### config.mk
export PLATFORM = sky130hd
export DESIGN_NAME = cfgload_top
export DESIGN_NICKNAME = d
export VERILOG_FILES = /design/src/rtl/cfgload_pkg.sv /design/src/rtl/cfgload_clkgen.sv /design/src/rtl/cfgload_ctrl.sv /design/src/rtl/cfgload_datapath.sv /design/src/rtl/cfgload_top.sv
export SDC_FILE = /design/constraint.sdc
export NUM_CORES = 1
export LEC_CHECK = 0
export ABC_AREA = 1
export BUFFER_PORTS_ARGS = -buffer_cell sky130_fd_sc_hd__buf_2
export CAP_MARGIN = 20
export CORE_AREA = 2 2 137 112
export CTS_BUF_LIST = sky130_fd_sc_hd__clkbuf_16
export DETAILED_ROUTE_END_ITERATION = 8
export DIE_AREA = 0 0 139 114
export PLACE_DENSITY = 0.66
export SLEW_MARGIN = 20
export SYNTH_ARGS = -nofsm -noshare
export SYNTH_HDL_FRONTEND = slang
export SYNTH_SLANG_ARGS = --single-unit
### constraint.sdc
create_clock -name clk -period 5.2 [get_ports clk]
set_clock_uncertainty 0.05 [all_clocks]
set_input_delay 1.04 -clock clk [delete_from_list [all_inputs] [get_ports clk]]
set_output_delay 1.04 -clock clk [all_outputs]
set_load 0.05 [all_outputs]
### src/rtl/cfgload_pkg.sv
package cfgload_pkg;

  typedef enum logic [2:0] {
    ST_HUNT,
    ST_HEADER,
    ST_FLAG,
    ST_LOAD,
    ST_DRAIN,
    ST_PASS
  } loadState_e;

  // Strobes from the sequencer to the datapath.
  typedef struct packed {
    logic capture;   // rising configuration edge: take din
    logic launch;    // falling configuration edge: update dout
    logic forward;   // bit taken now belongs on dout
    logic shiftSync; // bit goes into the sync window
    logic shiftLen;  // bit goes into the length field
    logic storeBit;  // bit is one of this device's data bits
    logic lastBit;   // this data bit is the final one
    logic clearAll;  // program held low
  } dpStrobe_t;

endpackage

### src/rtl/cfgload_clkgen.sv
module cfgload_clkgen #(
  parameter int SLOW_HALF  = 16,
  parameter int FAST_RATIO = 8
) (
  input  logic clk,
  input  logic rstN,
  input  logic progN,
  input  logic masterMode,
  input  logic fastReq,
  input  logic cclkIn,
  output logic cclkOut,
  output logic cclkOe,
  output logic riseEv,
  output logic fallEv
);

  localparam int FAST_HALF = SLOW_HALF / FAST_RATIO;
  localparam int CNT_W     = $clog2(SLOW_HALF + 1);
  localparam logic [CNT_W-1:0] SLOW_LAST = CNT_W'(SLOW_HALF - 1);
  localparam logic [CNT_W-1:0] FAST_LAST = CNT_W'(FAST_HALF - 1);

  logic [CNT_W-1:0] phaseCnt;
  logic             cclkReg;
  logic             fastCur;
  logic [2:0]       inSync;
  logic             toggle;
  logic [CNT_W-1:0] phaseLast;

  assign phaseLast = fastCur ? FAST_LAST : SLOW_LAST;
  assign toggle    = masterMode && progN && (phaseCnt == phaseLast);

  // Divider: the rate register is reloaded only as a high phase ends,
  // so every phase runs a whole number of cycles at a single rate.
  always_ff @(posedge clk or negedge rstN) begin
    if (!rstN) begin
      phaseCnt <= '0;
      cclkReg  <= 1'b0;
      fastCur  <= 1'b0;
    end else if (!progN || !masterMode) begin
      phaseCnt <= '0;
      cclkReg  <= 1'b0;
      fastCur  <= 1'b0;
    end else if (toggle) begin
      phaseCnt <= '0;
      cclkReg  <= !cclkReg;
      if (cclkReg) fastCur <= fastReq;
    end else begin
      phaseCnt <= phaseCnt + 1'b1;
    end
  end

  // Synchroniser for the external clock.
  always_ff @(posedge clk or negedge rstN) begin
    if (!rstN) inSync <= '0;
    else       inSync <= {inSync[1:0], cclkIn};
  end

  always_comb begin
    if (masterMode) begin
      riseEv = toggle && !cclkReg;
      fallEv = toggle && cclkReg;
    end else begin
      riseEv = progN && inSync[1] && !inSync[2];
      fallEv = progN && !inSync[1] && inSync[2];
    end
  end

  assign cclkOut = masterMode && cclkReg;
  assign cclkOe  = masterMode;

endmodule

### src/rtl/cfgload_ctrl.sv
module cfgload_ctrl
  import cfgload_pkg::*;
#(
  parameter int LEN_W = 24
) (
  input  logic             clk,
  input  logic             rstN,
  input  logic             progN,
  input  logic             riseEv,
  input  logic             fallEv,
  input  logic             dinBit,
  input  logic             syncHit,
  input  logic [LEN_W-1:0] lenValue,
  output dpStrobe_t        stb,
  output logic             fastReq,
  output logic             done,
  output logic             memCeN
);

  localparam int HDR_W = $clog2(LEN_W);
  localparam logic [HDR_W-1:0] HDR_LAST = HDR_W'(LEN_W - 1);

  loadState_e       state;
  logic [HDR_W-1:0] hdrCnt;
  logic [LEN_W-1:0] bitCnt;
  logic             isLast;

  assign isLast = (bitCnt == (lenValue - LEN_W'(1)));

  always_comb begin
    stb           = '0;
    stb.capture   = riseEv;
    stb.launch    = fallEv;
    stb.forward   = (state == ST_HUNT) || (state == ST_DRAIN) || (state == ST_PASS);
    stb.shiftSync = riseEv && (state == ST_HUNT);
    stb.shiftLen  = riseEv && (state == ST_HEADER);
    stb.storeBit  = riseEv && (state == ST_LOAD);
    stb.lastBit   = isLast;
    stb.clearAll  = !progN;
  end

  always_ff @(posedge clk or negedge rstN) begin
    if (!rstN) begin
      state   <= ST_HUNT;
      hdrCnt  <= '0;
      bitCnt  <= '0;
      fastReq <= 1'b0;
      done    <= 1'b0;
      memCeN  <= 1'b0;
    end else if (!progN) begin
      state   <= ST_HUNT;
      hdrCnt  <= '0;
      bitCnt  <= '0;
      fastReq <= 1'b0;
      done    <= 1'b0;
      memCeN  <= 1'b0;
    end else if (riseEv) begin
      case (state)
        ST_HUNT: begin
          if (syncHit) begin
            state  <= ST_HEADER;
            hdrCnt <= '0;
          end
        end
        ST_HEADER: begin
          hdrCnt <= hdrCnt + 1'b1;
          if (hdrCnt == HDR_LAST) state <= ST_FLAG;
        end
        ST_FLAG: begin
          fastReq <= dinBit;
          bitCnt  <= '0;
          state   <= (lenValue == '0) ? ST_DRAIN : ST_LOAD;
        end
        ST_LOAD: begin
          bitCnt <= bitCnt + 1'b1;
          if (isLast) state <= ST_DRAIN;
        end
        ST_DRAIN: begin
          done   <= 1'b1;
          memCeN <= 1'b1;
          state  <= ST_PASS;
        end
        default: state <= ST_PASS;
      endcase
    end
  end

endmodule

### src/rtl/cfgload_datapath.sv
module cfgload_datapath
  import cfgload_pkg::*;
#(
  parameter int                SYNC_W    = 8,
  parameter logic [SYNC_W-1:0] SYNC_WORD = 8'hB4,
  parameter int                LEN_W     = 24,
  parameter int                WORD_W    = 8,
  parameter int                ADDR_W    = 12
) (
  input  logic              clk,
  input  logic              rstN,
  input  logic              masterMode,
  input  logic              din,
  input  dpStrobe_t         stb,
  output logic              syncHit,
  output logic [LEN_W-1:0]  lenValue,
  output logic              dout,
  output logic              fbWrEn,
  output logic [ADDR_W-1:0] fbAddr,
  output logic [WORD_W-1:0] fbData
);

  localparam int FILL_W = $clog2(WORD_W);
  localparam logic [FILL_W-1:0] FILL_LAST = FILL_W'(WORD_W - 1);

  logic [SYNC_W-2:0] syncHist;
  logic [SYNC_W-1:0] syncWindow;
  logic [WORD_W-2:0] wordAcc;
  logic [WORD_W-1:0] nextWord;
  logic [FILL_W-1:0] wordFill;
  logic [ADDR_W-1:0] wordAddr;
  logic              capBit, capFwd, dlyBit, dlyFwd;

  assign syncWindow = {syncHist, din};
  assign syncHit    = (syncWindow == SYNC_WORD);
  assign nextWord   = {wordAcc, din};

  // Sync search and header field.
  always_ff @(posedge clk or negedge rstN) begin
    if (!rstN) begin
      syncHist <= '1;
      lenValue <= '0;
    end else if (stb.clearAll) begin
      syncHist <= '1;
      lenValue <= '0;
    end else begin
      if (stb.shiftSync) syncHist <= syncWindow[SYNC_W-2:0];
      if (stb.shiftLen)  lenValue <= {lenValue[LEN_W-2:0], din};
    end
  end

  // Word packing for the frame buffer.
  always_ff @(posedge clk or negedge rstN) begin
    if (!rstN) begin
      wordAcc  <= '0;
      wordFill <= '0;
      wordAddr <= '0;
      fbWrEn   <= 1'b0;
      fbAddr   <= '0;
      fbData   <= '0;
    end else if (stb.clearAll) begin
      wordAcc  <= '0;
      wordFill <= '0;
      wordAddr <= '0;
      fbWrEn   <= 1'b0;
      fbAddr   <= '0;
      fbData   <= '0;
    end else if (stb.storeBit) begin
      if (wordFill == FILL_LAST || stb.lastBit) begin
        fbWrEn   <= 1'b1;
        fbData   <= nextWord;
        fbAddr   <= wordAddr;
        wordAddr <= wordAddr + 1'b1;
        wordFill <= '0;
        wordAcc  <= '0;
      end else begin
        fbWrEn   <= 1'b0;
        wordAcc  <= nextWord[WORD_W-2:0];
        wordFill <= wordFill + 1'b1;
      end
    end else begin
      fbWrEn <= 1'b0;
    end
  end

  // Chain output: every bit carries its forward tag from capture on.
  // Master mode reads the second stage, slave mode the first.
  always_ff @(posedge clk or negedge rstN) begin
    if (!rstN) begin
      capBit <= 1'b1;
      capFwd <= 1'b0;
      dlyBit <= 1'b1;
      dlyFwd <= 1'b0;
      dout   <= 1'b1;
    end else if (stb.clearAll) begin
      capBit <= 1'b1;
      capFwd <= 1'b0;
      dlyBit <= 1'b1;
      dlyFwd <= 1'b0;
      dout   <= 1'b1;
    end else begin
      if (stb.capture) begin
        capBit <= din;
        capFwd <= stb.forward;
        dlyBit <= capBit;
        dlyFwd <= capFwd;
      end
      if (stb.launch) begin
        if (masterMode) dout <= dlyFwd ? dlyBit : 1'b1;
        else            dout <= capFwd ? capBit : 1'b1;
      end
    end
  end

endmodule

### src/rtl/cfgload_top.sv
module cfgload_top
  import cfgload_pkg::*;
#(
  parameter int                SYNC_W     = 8,
  parameter logic [SYNC_W-1:0] SYNC_WORD  = 8'hB4,
  parameter int                LEN_W      = 24,
  parameter int                WORD_W     = 8,
  parameter int                ADDR_W     = 12,
  parameter int                SLOW_HALF  = 16,
  parameter int                FAST_RATIO = 8
) (
  input  logic              clk,
  input  logic              rstN,
  input  logic              progN,
  input  logic              masterMode,
  input  logic              cclkIn,
  input  logic              din,
  output logic              cclkOut,
  output logic              cclkOe,
  output logic              dout,
  output logic              done,
  output logic              memCeN,
  output logic              fbWrEn,
  output logic [ADDR_W-1:0] fbAddr,
  output logic [WORD_W-1:0] fbData
);

  dpStrobe_t        stb;
  logic             riseEv, fallEv, fastReq, syncHit;
  logic [LEN_W-1:0] lenValue;

  cfgload_clkgen #(
    .SLOW_HALF (SLOW_HALF),
    .FAST_RATIO(FAST_RATIO)
  ) u_clkgen (
    .clk       (clk),
    .rstN      (rstN),
    .progN     (progN),
    .masterMode(masterMode),
    .fastReq   (fastReq),
    .cclkIn    (cclkIn),
    .cclkOut   (cclkOut),
    .cclkOe    (cclkOe),
    .riseEv    (riseEv),
    .fallEv    (fallEv)
  );

  cfgload_ctrl #(
    .LEN_W(LEN_W)
  ) u_ctrl (
    .clk     (clk),
    .rstN    (rstN),
    .progN   (progN),
    .riseEv  (riseEv),
    .fallEv  (fallEv),
    .dinBit  (din),
    .syncHit (syncHit),
    .lenValue(lenValue),
    .stb     (stb),
    .fastReq (fastReq),
    .done    (done),
    .memCeN  (memCeN)
  );

  cfgload_datapath #(
    .SYNC_W   (SYNC_W),
    .SYNC_WORD(SYNC_WORD),
    .LEN_W    (LEN_W),
    .WORD_W   (WORD_W),
    .ADDR_W   (ADDR_W)
  ) u_dp (
    .clk       (clk),
    .rstN      (rstN),
    .masterMode(masterMode),
    .din       (din),
    .stb       (stb),
    .syncHit   (syncHit),
    .lenValue  (lenValue),
    .dout      (dout),
    .fbWrEn    (fbWrEn),
    .fbAddr    (fbAddr),
    .fbData    (fbData)
  );

endmodule

==> results_dict.tcl <==
set metrics [dict create \
    outcome "finished, final reports clean" \
    min_period_over_period_pct 61.2 \
    synth_enable_flop_cells 0 \
    yosysWarnings 0 \
    cts_buffer_depth 2 \
    ys_async_sr_fraction_pct 100 \
    coreArea_sq_um 14600 \
    crit_start "u_dp.lenValue[0]$_DFFE_PN0P_" \
    rsz0062_at_grt "no" \
    grt_pass1_vias 5501 \
    h-tree-depth 4 \
    slowest_stage "nand2_2" \
    cts.sinks 123 \
    clkTransAtPathRegs_ps 50 \
    design.die.area_sq_um 15800 \
    final_common_cell "nand2_1" \
    cts_root_buffer "clkbuf_16" \
    start_util_pct 48.4 \
    mostFrequentLayoutCells "202 x nand2_1, 116 x inv_1, 113 x dfrtp_1" \
    drive_gt1_share_pct 10.0 \
    syn2layout_area_growth_pct 10.7 \
    path_max_fanout 41 \
    path_cells "inv_2 -> ha_1 -> nand2_1 -> nor2_4 -> nand3_1 -> nand2_1 -> nand3_1 -> nor2_1 -> nand2_1 -> nor2_1 -> nand2_1 -> nand2_2 -> nand2_4 -> nand3_1 -> nand2_1" \
    fin_crit_ps 3180 \
    cts_resized 0 \
    wirelength_mm 16.1 \
    first_pass_iters 5 \
    cts_setup_buffers 0 \
    rr_startpoint "u_dp.lenValue[0]$_DFFE_PN0P_" \
    route.detailed.drc 0 \
    crit_path_frequent_cell "nand2_1" \
    drt_iter0_markers 528 \
    postRouteAntennaNets 0 \
    final-hold-violation-count 0 \
    gp_congestion 0.848 \
    syn_area_sq_um 7080 \
    grt_usage_pct 21.8 \
    synth_seq_area_share_pct 43.7 \
    vdd_ir_drop_max_v 0.000268 \
    cp-start-kind "flop" \
    globalRoute.totalOverflow 0 \
    max_stage_delay_ps 560 \
    cts_tree "done" \
    max_cap_violations 0 \
    syn_nets 935 \
    grt_max_degree 82 \
    hold_class "flop to flop" \
    dp_hpwl_mm 11.1 \
    cts_buffers 17 \
    finalMaxSlewViolations 0 \
    critPathCaptureType "flop" \
    grt_pass1_wl_mm 27.8 \
    antenna_found_initial 0 \
    p_per_area_nw_per_um2 320 \
    die_w_um 139 \
    yosys_register_bits 123 \
    path_class "flop to flop" \
    path_depth 15 \
    final_util_pct 53.6 \
    hold_buffers 0 \
    post_drt_wl_per_cell_um 14.1 \
    vias 5979 \
    worstPathRequired_ps 5450 \
    fmax_mhz 314 \
    hold_start "u_clkgen.inSync[0]$_DFF_PN0_" \
    clock_latency_ps 420 \
    vias_per_cell 5.27 \
    fp-row-count 40 \
    timing.final.ws_setup_ps 2020 \
    finalSetupViolCount 0 \
    max-slew-margin-rel_pct 41.2 \
    worstMarginPinSlew_ps 882 \
    p_leak_nw 3.93 \
    reg2reg_depth 15 \
    synth.avg_cell_area_sq_um 7.68 \
    die_y_um 114 \
    critPathTopFamily "simple AND/OR/NAND/NOR gates" \
    p_total_mw 2.51 \
    post-place-ws_ps 2000 \
    fin_nets 946 \
    min_path_cells 0 \
    portBuffers 31 \
    crit_arrival_ps 3430 \
    synthFlopType "dfrtp_1" \
    synth_cell_types 38 \
    critPathBufInv 1 \
    synthCells 922 \
    diodes 0 \
    fin_setup_tns_ps 0 \
    ios 32 \
]
==> per-stage QoR <==
stage / hold slack [ps] / instance area [sq um] / cells
global placement: 287 / 7280 / 1103
CTS: 303 / 7840 / 1135
detailed placement: 290 / 7280 / 1103
floorplan: 281 / 7080 / 922
global route: 305 / 7840 / 1135
finish: 301 / 7840 / 1135
==> power breakdown <==
group | internal, mW | switching [mW]
combinational | 0.0936 | 0.242
sequential | 1.02 | 0.0295
clock | 0.694 | 0.427
==> area by class of cell <==
class                      count  area [sq um]
multi-input combinational    637          3310
timing repair buffer          37           203
inverter                     117           439
clock inverter                15           134
tap                          189           236
sequential                   123          3090
clock buffer                  17           425
fill                        1408          6780
==> per-layer routing <==
metal | GRT usage [%] | wire, um | vias to the layer above
met3 | 5.08 | 972 | 12
met1 | 32.3 | 8030 | 2793
met4 | 6.46 | 164 | 0
met5 | 0 | 0 | -
met2 | 31.9 | 6890 | 145
li1 | - | - | 3029
==> registers in the layout, indices dropped and copies added, names as in the netlist, 3 cells and up <==
name / flops
u_ctrl.bitCnt: 24
u_dp.lenValue: 24
u_dp.fbAddr: 12
u_dp.wordAddr: 12
u_dp.fbData: 8
u_dp.syncHist: 7
u_dp.wordAcc: 7
u_clkgen.phaseCnt: 5
u_ctrl.hdrCnt: 5
u_clkgen.inSync: 3
u_ctrl.state: 3
u_dp.wordFill: 3
==> Yosys cell counts (all sizes together), types with 3 or more instances <==
| library cell | n | area [sq um] |
|---|---|---|
| dfrtp | 113 | 2830 |
| nand4 | 31 | 194 |
| nor2 | 92 | 380 |
| nor3 | 15 | 75.1 |
| nand3b | 5 | 37.5 |
| a21oi | 9 | 45.0 |
| clkbuf | 21 | 78.8 |
| o41ai | 12 | 105 |
| buf | 24 | 165 |
| nand2 | 207 | 795 |
| a31oi | 3 | 18.8 |
| nand3 | 112 | 561 |
| ha | 7 | 87.6 |
| o22ai | 15 | 93.8 |
| o21bai | 4 | 30.0 |
| dfstp | 10 | 263 |
| nor4 | 5 | 31.3 |
| o21ai | 51 | 255 |
| inv | 116 | 435 |
| xnor2 | 25 | 219 |
| xor2 | 37 | 324 |
==> cell families after synthesis <==
logic type	after synthesis	synth area share (%)
buf+inv	162	9.65
xor+xnor	62	7.67
fa+ha+maj	7	1.24
compound gates	98	8.20
simple gates	470	29.6
flops	123	43.7
==> final timing paths <==
path                       slack (ps)                      endpoint
max in group asynchronous        3390       u_dp.capBit$_DFFE_PN1P_
min reg2reg                       300  u_clkgen.inSync[1]$_DFF_PN0_
min in group asynchronous         670  u_dp.lenValue[9]$_DFFE_PN0P_
max reg2reg                      2020  u_dp.wordAddr[1]$_DFFE_PN0P_
min                               300  u_clkgen.inSync[1]$_DFF_PN0_
max                              2020  u_dp.wordAddr[1]$_DFFE_PN0P_
Note: power is estimated with default switching activity, not from simulation.
